File: src/rtl/supply_mon_reg.sv
module supply_mon_reg #(
  parameter int          ADDR_W    = 8,
  parameter logic [7:0]  REG_ADDR  = 8'h56,
  parameter int          CLK_HZ    = 125_000_000,
  parameter int          SETTLE_US = 100
) (
  input  logic              clk,
  input  logic              rst_n,
  input  logic [ADDR_W-1:0] bus_addr,
  input  logic              bus_wr,
  input  logic [7:0]        bus_wdata,
  output logic [7:0]        bus_rdata,
  input  logic              cmp_low_i,
  output logic              det_en_o,
  output logic [1:0]        lvl_code_o,
  output logic              settled_o
);
  localparam int SETTLE_CYC = (CLK_HZ / 1_000_000) * SETTLE_US;
  localparam int CW         = $clog2(SETTLE_CYC + 1);

  logic          hit, wr_hit;
  logic          en_q, res_q, sy1, sy2;
  logic [1:0]    sel_q;
  logic [CW-1:0] cnt_q;
  logic          unused_wdata;

  assign hit    = (bus_addr == REG_ADDR[ADDR_W-1:0]);
  assign wr_hit = hit && bus_wr;
  assign unused_wdata = &{1'b0, bus_wdata[7:4], bus_wdata[1]};

  always_ff @(posedge clk or negedge rst_n) begin
    if (!rst_n) begin
      en_q  <= 1'b0;
      sel_q <= 2'b00;
    end else if (wr_hit) begin
      en_q  <= bus_wdata[0];
      sel_q <= bus_wdata[3:2];
    end
  end

  always_ff @(posedge clk or negedge rst_n) begin
    if (!rst_n) begin
      sy1 <= 1'b0;
      sy2 <= 1'b0;
    end else begin
      sy1 <= cmp_low_i;
      sy2 <= sy1;
    end
  end

  always_ff @(posedge clk or negedge rst_n) begin
    if (!rst_n)                             res_q <= 1'b0;
    else if (wr_hit && en_q && !bus_wdata[0]) res_q <= sy2;
  end

  always_ff @(posedge clk or negedge rst_n) begin
    if (!rst_n)                              cnt_q <= '0;
    else if (!en_q)                          cnt_q <= '0;
    else if (cnt_q != CW'(SETTLE_CYC))       cnt_q <= cnt_q + 1'b1;
  end

  assign det_en_o   = en_q;
  assign settled_o  = en_q && (cnt_q == CW'(SETTLE_CYC));
  assign lvl_code_o = sel_q[1] ? 2'd2 : (sel_q[0] ? 2'd1 : 2'd0);
  assign bus_rdata  = hit ? {4'b0000, sel_q, res_q, en_q} : 8'h00;
endmodule

File: config.mk
export PLATFORM = sky130hd
export DESIGN_NAME = supply_mon_reg
export DESIGN_NICKNAME = d
export VERILOG_FILES = /design/src/rtl/supply_mon_reg.sv
export SDC_FILE = /design/constraint.sdc
export NUM_CORES = 1
export LEC_CHECK = 0
export BUFFER_PORTS_ARGS = -buffer_cell sky130_fd_sc_hd__buf_2
export CAP_MARGIN = 20
export CORE_MARGIN = 2
export CORE_UTILIZATION = 45
export DETAILED_ROUTE_END_ITERATION = 16
export GPL_ROUTABILITY_DRIVEN = 0
export PLACE_DENSITY_LB_ADDON = 0.05
export SKIP_CTS_REPAIR_TIMING = 1
export SLEW_MARGIN = 5
export SYNTH_ARGS = -nofsm -noshare
export SYNTH_HDL_FRONTEND = slang
export SYNTH_SLANG_ARGS = --single-unit
File: constraint.sdc
create_clock -name clk -period 2 [get_ports clk]
set_input_delay 0.6 -clock clk [delete_from_list [all_inputs] [get_ports clk]]
set_output_delay 0.6 -clock clk [all_outputs]
set_load 0.005 [all_outputs]
==> results by group, run 1 <==
CTS
  • Root cell of the clock tree: sky130_fd_sc_hd__clkbuf_4
  • Max H-tree Level: 1
  • Max Root-Sink Buffers: 2
  • Clock transition time at the flip-flop clock pins of the worst setup and hold paths: 0.12 ns
  • Count of clock tree sinks: 20
  • Worst-Skew Late Latency: between 0.3 and 0.4 ns
  • Clock tree from TritonCTS: done
  • Clock buffers created by TritonCTS: 3

Layout
  • Proportion of layout cells with a drive suffix above 1: 32.8%
  • Final standard cell area without fillers: 0.00133 mm²
  • Layout overhead on the synthesized area: 20.8%
  • Final cell count without fillers: 165
  • Fillcell total: 211
  • Net count reported at finish: 160
  • Antenna Diode Count: 0
  • Utilization of the core after routing: 58.9%

Routing
  • Via count of the routed design: 895
  • Overall routed net length: 2.14 mm
  • DR vias/cell: 5.42
  • Initial drt markers: 16
  • Routed WL per cell: 13.0 µm
  • Number of optimization iterations in the first detailed-route pass: 4
  • DRC errors left: 0
  • Number of antenna-violating nets in the routed design: 0

Pwr
  • Power Density: 598 mW/mm²
  • Overall Power: a little under 0.8 mW
  • VDD IR-drop max: 0.523 mV
  • Leak Pwr: ~0.59 nW

Floorplan
  • Die H: ~53 µm
  • Number of cell rows: 17
  • Number of ports placed on the die boundary: 32
  • Initial standard-cell utilization of the core: around 49%
  • Horiz. Die Dim: between 50 and 60 µm
  • Die Outline Area: 0.00286 mm²
  • Placeable core region: 0.00225 mm²

Critical path
  • Data arrival time of the critical path: 1.48 ns
  • Flop-to-flop setup slack: 0.30 ns
  • Library cell contributing the largest single delay on the critical path: sky130_fd_sc_hd__dfrtp_1
  • Number of cells on the worst reg-to-reg path: 6
  • Critical setup path kind: reg2out
  • Capturing point of the worst reg2reg path: cnt_q[12]$_DFFE_PN0P_
  • Top fanout value on the critical path: 2
  • Worst-path cell chain: inv_2 -> ha_4 -> nor4bb_4 -> nand4_1 -> nor2_1 -> buf_2
  • Critical Path RT: 1.40 ns
  • CP Capture Type: primary output
  • Sum of buffers and inverters on the critical path: 2
  • Peak per-stage delay on the critical path: roughly 0.4 ns
  • Worst R2R Start: cnt_q[1]$_DFFE_PN0P_
  • CP top delay family: simple AND/OR/NAND/NOR gates
  • Launching element type of the critical path: flop

Logic synthesis
  • Post-synthesis instance area: 0.00110 mm²
  • Count of yosys warnings during synthesis: 0
  • Cell type with the highest aggregate area in the netlist: sky130_fd_sc_hd__dfrtp_1
  • Syn Inst Count: about 110
  • Area fraction of the dominant cell type after synthesis: 45.5%
  • Top area cells in the synthesized netlist: sky130_fd_sc_hd__dfrtp_1 46%, sky130_fd_sc_hd__mux2_2 4.1%, sky130_fd_sc_hd__a21oi_1 3.6%
  • Sequential cell area fraction in the yosys report: 45.5%
  • Count of different cell masters after synthesis: 31
  • Number of storage elements in the synthesis netlist: 20
  • Mean instance size in the synthesized netlist: ~10 µm²

Hold path
  • Hold WC Path Type: in2async

STA
  • RSZ-0062 raised after global routing: yes
  • Setup tns final: -0.0843 ns
  • FMAX: 480 MHz
  • Final hold viol count: 0
  • Period utilisation layout: 104%
  • Clock tree skew after final layout: 0.00495 ns
  • Min Clock Period, post-route: 2.08 ns
  • PnR worst setup slack: -0.0843 ns
  • Number of slew-limit violations in the final report: 0
  • Number of endpoints failing setup at the final stage: 1
  • Hold Worst Slack: 0.215 ns

Global routing
  • Largest net degree at the start of global routing: 21
  • Antenna violations before repair: 0
  • Via count of the first global-routing pass: 777
  • Total global routing overflow: 0
  • Global-route wire length before repair: ~3.6 mm
  • Overall routing resource usage: 17.8%

Place
  • HPWL after DPL: ~1.6 mm
  • Port Buffer Count: 22
  • Area of placed instances: 0.00124 mm²
  • Pre-CTS setup slack: 0.0668 ns
  • Post-Place Cells: 160

Outcome
  • Result of the run: finished with violations
  • Failing checks: setup timing

Job
  • MaxCap Viol Count: 0
[final cells by class]
cell class	instances	area, µm²	share of cell area (%)
repair buffers	28	155	11.7
inverters	6	22.5	1.69
clock buffers	3	22.5	1.69
flip-flops and latches	20	500	37.7
clock inverters	1	30.0	2.26
well taps	28	35.0	2.64
multi-input cells	79	563	42.4
[power breakdown]
group          switching (mW)  internal, mW
Clock                   0.127         0.203
Sequential            0.00392         0.410
Combinational          0.0261        0.0238
[routing by layer]
layer | routed length, µm | vias to the layer above | GRT usage, %
li1 | - | 453 | -
met1 | 970 | 421 | 25.0
met2 | 1040 | 16 | 25.7
met3 | 94 | 5 | 5.93
met4 | 37 | 0 | 5.13
met5 | 0 | - | 0
[cell usage after synthesis]
cell type                  instances
sky130_fd_sc_hd__dfrtp_1          20
sky130_fd_sc_hd__a21oi_1           8
sky130_fd_sc_hd__nand3_1           8
sky130_fd_sc_hd__nand2_1           7
sky130_fd_sc_hd__buf_4             5
sky130_fd_sc_hd__inv_1             5
sky130_fd_sc_hd__o21ai_0           5
sky130_fd_sc_hd__o31ai_1           5
sky130_fd_sc_hd__and3_1            4
sky130_fd_sc_hd__mux2_2            4
sky130_fd_sc_hd__nand4_1           4
sky130_fd_sc_hd__or3_1             4
sky130_fd_sc_hd__or4_1             4
sky130_fd_sc_hd__mux2i_1           3
sky130_fd_sc_hd__nor2_1            3
sky130_fd_sc_hd__and4bb_2          2
sky130_fd_sc_hd__ha_1              2
sky130_fd_sc_hd__nand2b_1          2
sky130_fd_sc_hd__nor2b_1           2
sky130_fd_sc_hd__a31oi_1           1
sky130_fd_sc_hd__and4_1            1
sky130_fd_sc_hd__and4_2            1
sky130_fd_sc_hd__buf_6             1
sky130_fd_sc_hd__clkbuf_1          1
sky130_fd_sc_hd__clkinv_1          1
sky130_fd_sc_hd__conb_1            1
sky130_fd_sc_hd__nand4_4           1
sky130_fd_sc_hd__nor3b_1           1
sky130_fd_sc_hd__nor4_2            1
sky130_fd_sc_hd__nor4bb_1          1
sky130_fd_sc_hd__xor2_1            1
[worst max path at each step]
| stage | cells past startpoint | start | to | slack [ns] |
|---|---|---|---|---|
| floorplan | 5 | cnt_q[0]$_DFFE_PN0P_ | settled_o | 0.23 |
| global placement | 6 | cnt_q[0]$_DFFE_PN0P_ | settled_o | 0.09 |
| detailed placement | 6 | cnt_q[0]$_DFFE_PN0P_ | settled_o | 0.07 |
| CTS | 6 | cnt_q[0]$_DFFE_PN0P_ | settled_o | -0.28 |
| global route | 6 | cnt_q[1]$_DFFE_PN0P_ | settled_o | -0.23 |
| finish | 6 | cnt_q[1]$_DFFE_PN0P_ | settled_o | -0.08 |
[sequential cells by signal (all words and copies together), names as in the netlist]
name      cells
res_q         1
sy1           1
sy2           1
det_en_o      1
sel_q         2
cnt_q        14
[placed cells by master (no fill, tap or decap), drive strengths merged, types with 5 or more instances in the layout]
master / Yosys / routed
o21ai: 5 / 5
nand3: 8 / 8
a21oi: 8 / 8
nand4: 5 / 5
buf: 6 / 28
dfrtp: 20 / 20
inv: 5 / 5
nand2: 7 / 7
o31ai: 5 / 5
[cells by family after synthesis]
family                     synth area share [%]
AOI/OAI and AO/OA                          9.90
xor gates and xnor gates                  0.797
adders and majority gates                  2.27
buffers and inverters                      6.83
DFF                                        45.5
muxes                                      6.83
other                                     0.341
and+or+nand+nor                            27.5
Power figures use the tool's default switching activity.
==> run 2: changes to the inputs <==
Settings changed: CORE_UTILIZATION 45 to 50.
==> results by group, run 2 (same netlist as run 1, synthesis figures left out) <==
Pwr
  • VDD IR-drop max: 0.562 mV (+7.4%)
  • Power Density: 592 mW/mm² (-0.86%)
  • Overall Power: 0.791 mW (-0.40%)
  • Leak Pwr: 0.594 nW (+0.71%)

Hold path
  • Hold WC Path Type: in2async

Layout
  • Fillcell total: 158 (-25%)
  • Register containing the most flip-flops in the final layout: cnt_q
  • Antenna Diode Count: 0 (unchanged)
  • Commonest non-fill, non-tap cell in the layout: sky130_fd_sc_hd__buf_2
  • Largest register FFs: 14 (unchanged)
  • Leading cell types in the layout, fill and taps excluded: 22 x sky130_fd_sc_hd__buf_2, 20 x sky130_fd_sc_hd__dfrtp_1, 8 x sky130_fd_sc_hd__a21oi_1, 8 x sky130_fd_sc_hd__nand3_1
  • Proportion of layout cells with a drive suffix above 1: 33.3% (+0.49 points)
  • Total area of multi-input combinational cells: 563 µm² (unchanged)
  • Layout overhead on the synthesized area: 21.4%
  • Register area: 500 µm² (unchanged)
  • Largest registers ranked by flip-flop count: cnt_q (14), sel_q (2)
  • Net count reported at finish: 161 (+0.63%)

Routing
  • Number of antenna-violating nets in the routed design: 0 (unchanged)
  • Initial drt markers: 12 (-4)
  • Number of optimization iterations in the first detailed-route pass: 4 (unchanged)
  • Routed WL per cell: 14.4 µm (+11%)
  • DR vias/cell: 5.65 (+4.1%)
  • Via count of the routed design: 932 (+4.1%)
  • Overall routed net length: 2.37 mm (+11%)
  • DRC errors left: 0 (unchanged)

CTS
  • Max Root-Sink Buffers: 2 (unchanged)
  • Max H-tree Level: 1 (unchanged)
  • Clock buffers created by TritonCTS: 3 (unchanged)
  • Clock tree from TritonCTS: done
  • Root cell of the clock tree: sky130_fd_sc_hd__clkbuf_4
  • Worst-Skew Late Latency: 0.31 ns (about the same)
  • Clock transition time at the flip-flop clock pins of the worst setup and hold paths: 0.12 ns (about the same)
  • Count of clock tree sinks: 20 (unchanged)

Critical path
  • Launching element type of the critical path: flop
  • CP Capture Type: primary output
  • Critical setup path kind: reg2out
  • Critical Path RT: 1.40 ns (about the same)
  • Top fanout value on the critical path: 2 (unchanged)
  • Data arrival time of the critical path: 1.53 ns (+0.05 ns)

Global routing
  • Via count of the first global-routing pass: 882 (+14%)
  • Largest net degree at the start of global routing: 21 (unchanged)
  • Antenna violations before repair: 0 (unchanged)
  • Total global routing overflow: 0 (unchanged)
  • Overall routing resource usage: 19.6% (+1.8 points)
  • Global-route wire length before repair: 3.82 mm (+7.4%)

Floorplan
  • Placeable core region: 0.00202 mm² (-10%)
  • Horiz. Die Dim: 50.9 µm (-4.7%)
  • Initial standard-cell utilization of the core: 54.4% (+5.6 points)
  • Die Outline Area: 0.00259 mm² (-9.3%)
  • Die H: 50.9 µm (-4.7%)
  • Number of cell rows: 16 (-1)
  • Number of ports placed on the die boundary: 32 (unchanged)

Place
  • HPWL after DPL: 1.72 mm (+8.4%)
  • Port Buffer Count: 22 (unchanged)

STA
  • Period utilisation layout: 106% (+2.2 points)
  • RSZ-0062 raised after global routing: yes
  • FMAX: 470 MHz (-2.0%)
  • Number of slew-limit violations in the final report: 0 (unchanged)
  • Final hold viol count: 0 (unchanged)
  • Clock tree skew after final layout: 0.0148 ns (+0.00987 ns)
  • Setup tns final: -0.128 ns (-0.0434 ns)
  • Number of endpoints failing setup at the final stage: 1 (unchanged)
  • PnR worst setup slack: -0.128 ns (-0.0434 ns)
  • Min Clock Period, post-route: 2.13 ns (+0.0434 ns)

Outcome
  • Result of the run: finished with violations
  • Failing checks: setup timing

Job
  • MaxCap Viol Count: 0 (unchanged)
-- run 2: cell count changes in the layout (fill, tap and decap cells not counted), sizes merged --
cell,previous run,this run
buf,28,29
-- run 2: metal layers --
metal  GRT usage (%)  wire length, µm  vias to the layer above
li1                -                -                      456
met2            32.9             1220                       29
met3            6.73              137                        2
met5               0                0                        -
met1            24.7              993                      445
met4            3.15               16                        0
-- run 2: area by class of cell --
| class | instances | area share (%) |
|---|---|---|
| inverters | 6 | 1.69 |
| well taps | 27 | 2.53 |
| flip-flops and latches | 20 | 37.5 |
| repair buffers | 29 | 12.2 |
| clock inverters | 1 | 2.25 |
| clock buffers | 3 | 1.69 |
| multi-input cells | 79 | 42.2 |
-- run 2: power by group --
part / switching [mW] / internal, mW
Combinational: 0.0240 / 0.0226
Sequential: 0.00602 / 0.410
Clock: 0.125 / 0.203
-- run 2: through the flow --
step                      util (%)  hold WS [ns]  cell area [µm²]  setup slack, ns  cells
after CTS                     63.9         0.216             1290           -0.294    163
after detailed placement      61.3         0.349             1240           0.0885    159
final                         66.0         0.210             1340           -0.128    165
after global placement        61.3         0.341             1240           0.0996    159
after floorplan                  -         0.304             1110            0.228    112
after global routing          66.0         0.235             1340           -0.232    165
-- run 2: path summary, 6_finish.rpt --
path	from	endpoint	slack (ns)	cells after the start
setup / recovery	cnt_q[1]$_DFFE_PN0P_	settled_o	-0.13	6
hold / removal	rst_n	cnt_q[11]$_DFFE_PN0P_	0.21	1
setup reg to reg	cnt_q[1]$_DFFE_PN0P_	cnt_q[12]$_DFFE_PN0P_	0.24	6
hold reg to reg	sy1$_DFF_PN0_	sy2$_DFF_PN0_	0.37	0
max in group asynchronous	rst_n	sel_q[1]$_DFFE_PN0P_	1.47	1
min in group clk	sy1$_DFF_PN0_	sy2$_DFF_PN0_	0.37	0
-- run 2: critical path: stages, from the launching register on --
cell                       delay, ns
sky130_fd_sc_hd__dfrtp_1        0.41
sky130_fd_sc_hd__inv_2          0.08
sky130_fd_sc_hd__ha_4           0.13
sky130_fd_sc_hd__nor4bb_4       0.21
sky130_fd_sc_hd__nand4_1        0.15
sky130_fd_sc_hd__nor2_1         0.13
sky130_fd_sc_hd__buf_2          0.12
